[src/rtl/eeb_pkg.sv]
package eeb_pkg;
  typedef enum logic [2:0] {
    ST_IDLE,
    ST_RX,
    ST_ACKWAIT,
    ST_ACK,
    ST_TX,
    ST_RACK
  } eeb_state_e;

  typedef enum logic [1:0] {
    RX_HDR,
    RX_WORD,
    RX_DATA
  } eeb_rx_e;
endpackage

[src/rtl/eeb_sync.sv]
module eeb_sync #(
  parameter int STAGES  = 2,
  parameter bit RST_VAL = 1'b1
) (
  input  logic clk,
  input  logic rst_n,
  input  logic d,
  output logic q
);
  logic [STAGES-1:0] r;

  always_ff @(posedge clk or negedge rst_n) begin
    if (!rst_n) r <= {STAGES{RST_VAL}};
    else        r <= {r[STAGES-2:0], d};
  end

  assign q = r[STAGES-1];
endmodule

[src/rtl/eeb_line_events.sv]
module eeb_line_events (
  input  logic clk,
  input  logic rst_n,
  input  logic scl_s,
  input  logic sda_s,
  output logic scl_rise,
  output logic scl_fall,
  output logic start_ev,
  output logic stop_ev
);
  logic scl_q, sda_q;

  always_ff @(posedge clk or negedge rst_n) begin
    if (!rst_n) begin
      scl_q <= 1'b1;
      sda_q <= 1'b1;
    end else begin
      scl_q <= scl_s;
      sda_q <= sda_s;
    end
  end

  assign scl_rise = scl_s & ~scl_q;
  assign scl_fall = ~scl_s & scl_q;
  // data moves while clock stays high: bus conditions
  assign start_ev = scl_s & scl_q & sda_q & ~sda_s;
  assign stop_ev  = scl_s & scl_q & ~sda_q & sda_s;
endmodule

[src/rtl/eeb_addr_ctr.sv]
module eeb_addr_ctr #(
  parameter int ADDR_W = 9,
  parameter int PAGE_W = 4
) (
  input  logic              clk,
  input  logic              rst_n,
  input  logic              load,
  input  logic [ADDR_W-1:0] load_val,
  input  logic              step_page,
  input  logic              step_all,
  output logic [ADDR_W-1:0] q
);
  logic [ADDR_W-1:0] paged;

  generate
    if (PAGE_W < ADDR_W) begin : g_split
      assign paged = {q[ADDR_W-1:PAGE_W], q[PAGE_W-1:0] + PAGE_W'(1)};
    end else begin : g_flat
      assign paged = q + ADDR_W'(1);
    end
  endgenerate

  always_ff @(posedge clk or negedge rst_n) begin
    if (!rst_n)         q <= '0;
    else if (load)      q <= load_val;
    else if (step_page) q <= paged;
    else if (step_all)  q <= q + ADDR_W'(1);
  end
endmodule

[src/rtl/eeb_proto.sv]
module eeb_proto
  import eeb_pkg::*;
#(
  parameter int         DATA_W   = 8,
  parameter logic [3:0] DEV_TYPE = 4'b1010,
  localparam int        ADDR_W   = DATA_W + 1,
  localparam int        CNT_W    = $clog2(DATA_W)
) (
  input  logic              clk,
  input  logic              rst_n,
  input  logic              scl_s,
  input  logic              sda_s,
  input  logic              scl_rise,
  input  logic              scl_fall,
  input  logic              start_ev,
  input  logic              stop_ev,
  input  logic [1:0]        dev_sel,
  input  logic              busy_i,
  input  logic [DATA_W-1:0] rd_data_i,
  input  logic [ADDR_W-1:0] ctr_q,
  output logic              ctr_load,
  output logic [ADDR_W-1:0] ctr_load_val,
  output logic              ctr_step_page,
  output logic              ctr_step_all,
  output logic              sda_pull_o,
  output logic              wr_strobe_o,
  output logic [ADDR_W-1:0] wr_addr_o,
  output logic [DATA_W-1:0] wr_data_o,
  output logic              commit_o
);
  localparam logic [CNT_W-1:0] LAST = CNT_W'(DATA_W - 1);

  eeb_state_e        state;
  eeb_rx_e           kind;
  logic [CNT_W-1:0]  bit_cnt;
  logic [DATA_W-1:0] sh;
  logic              rw, page, data_seen, mack;

  logic [DATA_W-1:0] rx_byte;
  logic              quiet, byte_done, dev_hit;

  assign rx_byte   = {sh[DATA_W-2:0], sda_s};
  assign quiet     = ~busy_i & ~start_ev & ~stop_ev;
  assign byte_done = quiet && state == ST_RX && scl_rise && bit_cnt == LAST;
  assign dev_hit   = rx_byte[DATA_W-1 -: 4] == DEV_TYPE && rx_byte[3:2] == dev_sel;

  assign ctr_load      = byte_done && kind == RX_WORD;
  assign ctr_load_val  = {page, rx_byte};
  assign ctr_step_page = byte_done && kind == RX_DATA;
  assign ctr_step_all  = quiet && state == ST_TX && scl_fall && bit_cnt == LAST;

  always_ff @(posedge clk or negedge rst_n) begin
    if (!rst_n) begin
      state       <= ST_IDLE;
      kind        <= RX_HDR;
      bit_cnt     <= '0;
      sh          <= '0;
      rw          <= 1'b0;
      page        <= 1'b0;
      data_seen   <= 1'b0;
      mack        <= 1'b0;
      sda_pull_o  <= 1'b0;
      wr_strobe_o <= 1'b0;
      wr_addr_o   <= '0;
      wr_data_o   <= '0;
      commit_o    <= 1'b0;
    end else begin
      wr_strobe_o <= 1'b0;
      commit_o    <= 1'b0;
      if (busy_i) begin
        state      <= ST_IDLE;
        sda_pull_o <= 1'b0;
        data_seen  <= 1'b0;
      end else if (start_ev) begin
        state      <= ST_RX;
        kind       <= RX_HDR;
        bit_cnt    <= '0;
        sda_pull_o <= 1'b0;
        data_seen  <= 1'b0;
      end else if (stop_ev) begin
        state      <= ST_IDLE;
        sda_pull_o <= 1'b0;
        commit_o   <= data_seen;
        data_seen  <= 1'b0;
      end else begin
        unique case (state)
          ST_RX: begin
            if (scl_rise) begin
              sh      <= rx_byte;
              bit_cnt <= bit_cnt + CNT_W'(1);
              if (bit_cnt == LAST) begin
                unique case (kind)
                  RX_HDR: begin
                    if (dev_hit) begin
                      rw    <= rx_byte[0];
                      page  <= rx_byte[1];
                      state <= ST_ACKWAIT;
                    end else begin
                      state <= ST_IDLE;
                    end
                  end
                  RX_WORD: state <= ST_ACKWAIT;
                  RX_DATA: begin
                    wr_strobe_o <= 1'b1;
                    wr_addr_o   <= ctr_q;
                    wr_data_o   <= rx_byte;
                    data_seen   <= 1'b1;
                    state       <= ST_ACKWAIT;
                  end
                  default: state <= ST_IDLE;
                endcase
              end
            end
          end
          ST_ACKWAIT: begin
            if (scl_fall) begin
              sda_pull_o <= 1'b1;
              state      <= ST_ACK;
            end
          end
          ST_ACK: begin
            if (scl_fall) begin
              bit_cnt <= '0;
              if (kind == RX_HDR && rw) begin
                state      <= ST_TX;
                sh         <= rd_data_i;
                sda_pull_o <= ~rd_data_i[DATA_W-1];
              end else begin
                state      <= ST_RX;
                sda_pull_o <= 1'b0;
                kind       <= (kind == RX_HDR) ? RX_WORD : RX_DATA;
              end
            end
          end
          ST_TX: begin
            if (scl_fall) begin
              if (bit_cnt == LAST) begin
                sda_pull_o <= 1'b0;
                state      <= ST_RACK;
              end else begin
                sh         <= {sh[DATA_W-2:0], 1'b0};
                sda_pull_o <= ~sh[DATA_W-2];
                bit_cnt    <= bit_cnt + CNT_W'(1);
              end
            end
          end
          ST_RACK: begin
            if (scl_rise) begin
              mack <= ~sda_s;
            end else if (scl_fall) begin
              if (mack) begin
                state      <= ST_TX;
                sh         <= rd_data_i;
                bit_cnt    <= '0;
                sda_pull_o <= ~rd_data_i[DATA_W-1];
              end else begin
                state <= ST_IDLE;
              end
            end
          end
          default: ;
        endcase
      end
    end
  end


  idle_release_chk: assert property (@(posedge clk) disable iff (!rst_n)
    state == ST_IDLE |-> !sda_pull_o);


  pull_on_low_chk: assert property (@(posedge clk) disable iff (!rst_n)
    $rose(sda_pull_o) |-> !$past(scl_s));


  busy_silent_chk: assert property (@(posedge clk) disable iff (!rst_n)
    busy_i |=> !sda_pull_o);


  commit_after_stop_chk: assert property (@(posedge clk) disable iff (!rst_n)
    commit_o |-> $past(stop_ev) && !$past(busy_i));


  commit_single_chk: assert property (@(posedge clk) disable iff (!rst_n)
    commit_o |=> !commit_o);


  strobe_on_edge_chk: assert property (@(posedge clk) disable iff (!rst_n)
    wr_strobe_o |-> $past(scl_rise));
endmodule

[src/rtl/eeb_bus_slave.sv]
module eeb_bus_slave #(
  parameter int         DATA_W      = 8,
  parameter int         PAGE_W      = 4,
  parameter int         SYNC_STAGES = 2,
  parameter logic [3:0] DEV_TYPE    = 4'b1010,
  localparam int        ADDR_W      = DATA_W + 1
) (
  input  logic              clk,
  input  logic              rst_n,
  input  logic              scl_i,
  input  logic              sda_i,
  input  logic [1:0]        dev_sel,
  input  logic              busy_i,
  output logic              sda_pull_o,
  output logic [ADDR_W-1:0] rd_addr_o,
  input  logic [DATA_W-1:0] rd_data_i,
  output logic              wr_strobe_o,
  output logic [ADDR_W-1:0] wr_addr_o,
  output logic [DATA_W-1:0] wr_data_o,
  output logic              commit_o
);
  logic [1:0] line_raw, line_s;
  logic       scl_rise, scl_fall, start_ev, stop_ev;
  logic       ctr_load, ctr_step_page, ctr_step_all;
  logic [ADDR_W-1:0] ctr_load_val, ctr_q;

  assign line_raw = {scl_i, sda_i};

  generate
    for (genvar g = 0; g < 2; g++) begin : g_sync
      eeb_sync #(.STAGES(SYNC_STAGES), .RST_VAL(1'b1)) u_sync (
        .clk(clk), .rst_n(rst_n), .d(line_raw[g]), .q(line_s[g])
      );
    end
  endgenerate

  eeb_line_events u_ev (
    .clk(clk), .rst_n(rst_n),
    .scl_s(line_s[1]), .sda_s(line_s[0]),
    .scl_rise(scl_rise), .scl_fall(scl_fall),
    .start_ev(start_ev), .stop_ev(stop_ev)
  );

  eeb_addr_ctr #(.ADDR_W(ADDR_W), .PAGE_W(PAGE_W)) u_ctr (
    .clk(clk), .rst_n(rst_n),
    .load(ctr_load), .load_val(ctr_load_val),
    .step_page(ctr_step_page), .step_all(ctr_step_all),
    .q(ctr_q)
  );

  eeb_proto #(.DATA_W(DATA_W), .DEV_TYPE(DEV_TYPE)) u_proto (
    .clk(clk), .rst_n(rst_n),
    .scl_s(line_s[1]), .sda_s(line_s[0]),
    .scl_rise(scl_rise), .scl_fall(scl_fall),
    .start_ev(start_ev), .stop_ev(stop_ev),
    .dev_sel(dev_sel), .busy_i(busy_i),
    .rd_data_i(rd_data_i), .ctr_q(ctr_q),
    .ctr_load(ctr_load), .ctr_load_val(ctr_load_val),
    .ctr_step_page(ctr_step_page), .ctr_step_all(ctr_step_all),
    .sda_pull_o(sda_pull_o),
    .wr_strobe_o(wr_strobe_o), .wr_addr_o(wr_addr_o), .wr_data_o(wr_data_o),
    .commit_o(commit_o)
  );

  assign rd_addr_o = ctr_q;
endmodule

[config.mk]
export PLATFORM = sky130hd
export DESIGN_NAME = eeb_bus_slave
export DESIGN_NICKNAME = d
export VERILOG_FILES = /design/src/rtl/eeb_pkg.sv /design/src/rtl/eeb_sync.sv /design/src/rtl/eeb_line_events.sv /design/src/rtl/eeb_addr_ctr.sv /design/src/rtl/eeb_proto.sv /design/src/rtl/eeb_bus_slave.sv
export SDC_FILE = /design/constraint.sdc
export NUM_CORES = 1
export LEC_CHECK = 0
export ABC_AREA = 1
export BUFFER_PORTS_ARGS = -buffer_cell sky130_fd_sc_hd__buf_2
export CORE_MARGIN = 3
export CORE_UTILIZATION = 50
export CTS_CLUSTER_SIZE = 28
export DETAILED_ROUTE_END_ITERATION = 8
export GPL_TIMING_DRIVEN = 0
export PLACE_DENSITY_LB_ADDON = 0.15
export RECOVER_POWER = 25
export SETUP_SLACK_MARGIN = 0.1
export SLEW_MARGIN = 15
export SYNTH_ARGS = -nofsm -noshare
export SYNTH_HDL_FRONTEND = slang
export SYNTH_HIERARCHICAL = 1
export SYNTH_SLANG_ARGS = --single-unit
[constraint.sdc]
create_clock -name clk -period 2.15 [get_ports clk]
set_input_delay 0.1075 -clock clk [delete_from_list [all_inputs] [get_ports clk]]
set_output_delay 0.1075 -clock clk [all_outputs]
set_load 0.05 [all_outputs]
==> summary.md <==
| Metric | Value |
|---|---|
| First-pass GRT wire length | approximately 12 mm |
| Clock Sinks | 54 |
| Root Buffer | clkbuf_8 |
| Fin area | 3660 um2 |
| Core Rows | 27 |
| CP startpoint kind | register |
| GRT Total Usage | between 20% and 30% |
| Pre-Repair DR Iteration Count | 5 |
| Vert. Die Dim | 83.5 um |
| # setup viols final | 0 |
| Reg-to-Reg Start | g_sync[1].u_sync/r[1]$_DFF_PN1_ |
| Antenna cells | 0 |
| Leading area contributor after synthesis | dfrtp_1 |
| Max FO, Critical Path | 6 |
| Post-synth EDFFs | 0 |
| Clock Skews | 0.00822 ns |
| Final Hold Vio Count | 0 |
| Area contributors post-synth | dfrtp_1 40%, nand2_1 17%, inv_1 5.6% |
| Fin Hold WS | roughly 0.11 ns |
| Tmin final | 1.99 ns |
| Top-area cell type share of the netlist area | approximately two fifths |
| Max-Cap Viols | 0 |
| Clock transition at the registers of the reported paths | 0.09 ns |
| Met1 wire length | 3.52 mm |
| Vias in the first global route | 2463 |
| CP max stage cell | dfstp_1 |
| Max_slew headroom | 18.5% |
| Area grow syn2layout | 22.0% |
| Largest net degree at the start of global routing | 35 |
| Fillers | 503 |
| Worst Path Class, Setup | register to register |
| Critical Path Max Stage Delay | about 0.58 ns |
| Register area share after synthesis | between 40% and 50% |
| Endpoint type of the worst setup path | register |
| Core ar. | between 5000 and 6000 um2 |
| Met3 wire len | a little under 400 um |
| Status | finished clean |
| H-tree levels | 2 |
| Placed Cells | 516 |
| CTS tree | done |
| Syn_area_per_cell | approximately 7.5 um2 |
| P per Cell Area | around 550 nW/um2 |
| Layout Nets | just under 500 |
| Vias/cell | ~5.2 |
| # IOs | 44 |
| Wire length on met2 | 3.32 mm |
| Initial antenna violation count | 0 |
| Total Wirelength | 7.27 mm |
| CTS buffer count | 5 |
| DR top layer | met4 |
| Maximum vdd drop | between 0.4 and 0.5 mV |
| Syn Nets | between 400 and 500 |
| Main synth FF type | dfrtp_1 |
| Vias | ~2800 |
| Critical path arrival | between 2 and 2.5 ns |
| Overflow after GRT | 0 |
| DIE WIDTH | approximately 83 um |
| Post-Layout Cell Count | about 540 |
| 1st-iter DRT viols | between 150 and 200 |
| Worst-Skew Late Latency | approximately 0.30 ns |
| Synth Warn # | 6 |
| Routability cong. | 0.911 |
| Worst-Margin Slew | approximately 1.2 ns |
| P_leak | about 2.0 nW |
| Layout cells sized above 1 | about a quarter |
| Final ANT Viol Nets | 0 |
| Longest Clk Path Bufs | 2 |
| Async set or reset register ratio after synthesis | between 90% and 100% |
| Starting Density | 53.2% |
| Pins Over Slew Limit | 0 |
| Yosys reg bits | 54 |
| Period utilization | 92.8% |
| CP Cell Sequence | nand2_2, nor2_1, inv_1, nand2_2, nor2_4, inv_4, nor2_4, nand4_4, inv_2, buf_8, nor2_4, nand2_4, nand2_1, nand2_1, nand2_1, inv_1 |
| IO buf count | 43 |
| Post-synthesis cell count | 400 |
| Hold Crit Class | input port to register |
| Min-delay src | rd_data_i[1] |
| DR WL/cell | about 14 um |
| Fmax | approximately 0.5 GHz |
| DRC | 0 |
| Combined area of all synthesized cells | approximately 3000 um2 |
| RSZ-0062 raised after global routing | yes |
| Setup TNS | 0 ns |
| Worst setup path startpoint | g_sync[1].u_sync/r[1]$_DFF_PN1_ |
| CP required | 2.36 ns |
| Yosys cell types | 31 |
| Die area | between 6000 and 7000 um2 |
| HPWL Detailed | approximately 5 mm |
| Placed inst area | between 3000 and 4000 um2 |
[registers in the layout, indices dropped and copies added, names as in the netlist]
signal               flops
u_proto/mack             1
u_proto/wr_strobe_o      1
u_proto/page             1
u_proto/rw               1
u_proto/sda_pull_o       1
u_proto/state            3
u_proto/data_seen        1
g_sync.u_sync/r          4
u_proto/wr_addr_o        9
u_proto/kind             2
u_ctr/q                  9
u_proto/bit_cnt          3
u_proto/commit_o         1
u_proto/wr_data_o        8
u_proto/sh               7
u_ev/sda_q               1
u_ev/scl_q               1
[routing by layer]
metal / GRT usage [%] / vias to the layer above
met5: 0 / -
met2: 31.8 / 77
met1: 29.6 / 1320
met3: 3.75 / 4
met4: 3.95 / 0
li1: - / 1390
[layout by cell type (no fill, tap or decap), drive strengths merged, types with 3 or more instances in the layout]
cell type,synthesis,layout
nand2,139,139
buf,11,61
inv,50,50
dfrtp,48,48
o21ai,46,46
nor2,40,40
nand3,26,26
clkbuf,0,9
ha,8,8
nand4,7,7
dfstp,6,6
dlygate4sd3,0,4
a21oi,4,4
nor3,3,3
[critical path, delay by kind of cell, from the launching register on]
family        cells  cell delay, ns
buf+inv           5            0.37
flops             1            0.58
simple gates     11            0.94
[area by class of cell]
class	count	area, um2	area share, %
plain buffers	11	93.8	2.56
flip-flops and latches	54	1360	37.1
repair buffers	56	334	9.13
well taps	72	90.1	2.46
inverters	50	193	5.26
multi-input cells	285	1480	40.5
clock inverters	1	30.0	0.821
clock buffers	7	76.3	2.09
[Yosys cell counts, types with 2 or more instances]
cell	count
nand2_2	4
o21ai_0	27
nand3_1	24
dfrtp_1	48
a21oi_1	4
or2_2	2
buf_2	5
nand4_1	6
inv_1	45
inv_2	5
buf_4	3
dfstp_2	6
nand3_2	2
nor3_1	3
o21ai_2	6
nor2_2	4
a21boi_0	2
nand3b_1	2
o21ai_1	13
buf_6	3
nor2_1	35
ha_1	8
nand2_1	135
[kinds of logic after synthesis]
| family | Yosys count | share of synthesized area, % |
|---|---|---|
| AO/OA/AOI/OAI | 54 | 10.1 |
| XOR/XNOR | 1 | 0.292 |
| adder cells (fa/ha/maj) | 8 | 3.34 |
| buffers and inverters | 61 | 8.97 |
| flip-flops | 54 | 45.3 |
| AND/OR/NAND/NOR | 222 | 32.1 |
[metrics by stage]
step / total power, mW / worst slack, ns / util, %
after floorplan: 1.25 / 0.129 / -
after global placement: 1.33 / -0.400 / 58.6
after detailed placement: 1.34 / -0.392 / 58.9
after CTS: 2.03 / 0.0914 / 62.6
after global routing: 2.14 / 0.0120 / 64.9
final: 2.03 / 0.155 / 64.9
[worst paths after layout]
kind | end | slack [ns] | cells past startpoint
setup / recovery | u_ctr/q[3]$_DFFE_PN0P_ | 0.16 | 16
hold / removal | u_proto/sh[1]$_DFFE_PN0P_ | 0.11 | 3
setup reg to reg | u_ctr/q[3]$_DFFE_PN0P_ | 0.16 | 16
hold reg to reg | g_sync[1].u_sync/r[1]$_DFF_PN1_ | 0.37 | 0
max in group asynchronous | u_proto/sh[1]$_DFFE_PN0P_ | 0.81 | 3
min in group asynchronous | u_proto/state[2]$_DFFE_PN0P_ | 0.57 | 2
[what timing repair did]
item | CTS | global route
hold endpoints to repair | 17 | 0
endpoints found under the setup margin | 9 | 23
hold buffers | 4 | 0
pin swaps | 0 | 9
resized for setup | 10 | 39
setup buffers | 3 | 5
cloned | 0 | 0
[where the power goes]
group          total, mW  switching, mW  internal, mW
registers           1.09         0.0331          1.06
logic              0.263          0.165        0.0989
clock network      0.679          0.329         0.349
total               2.03          0.527          1.50
Note: power is estimated with default switching activity, not from simulation.
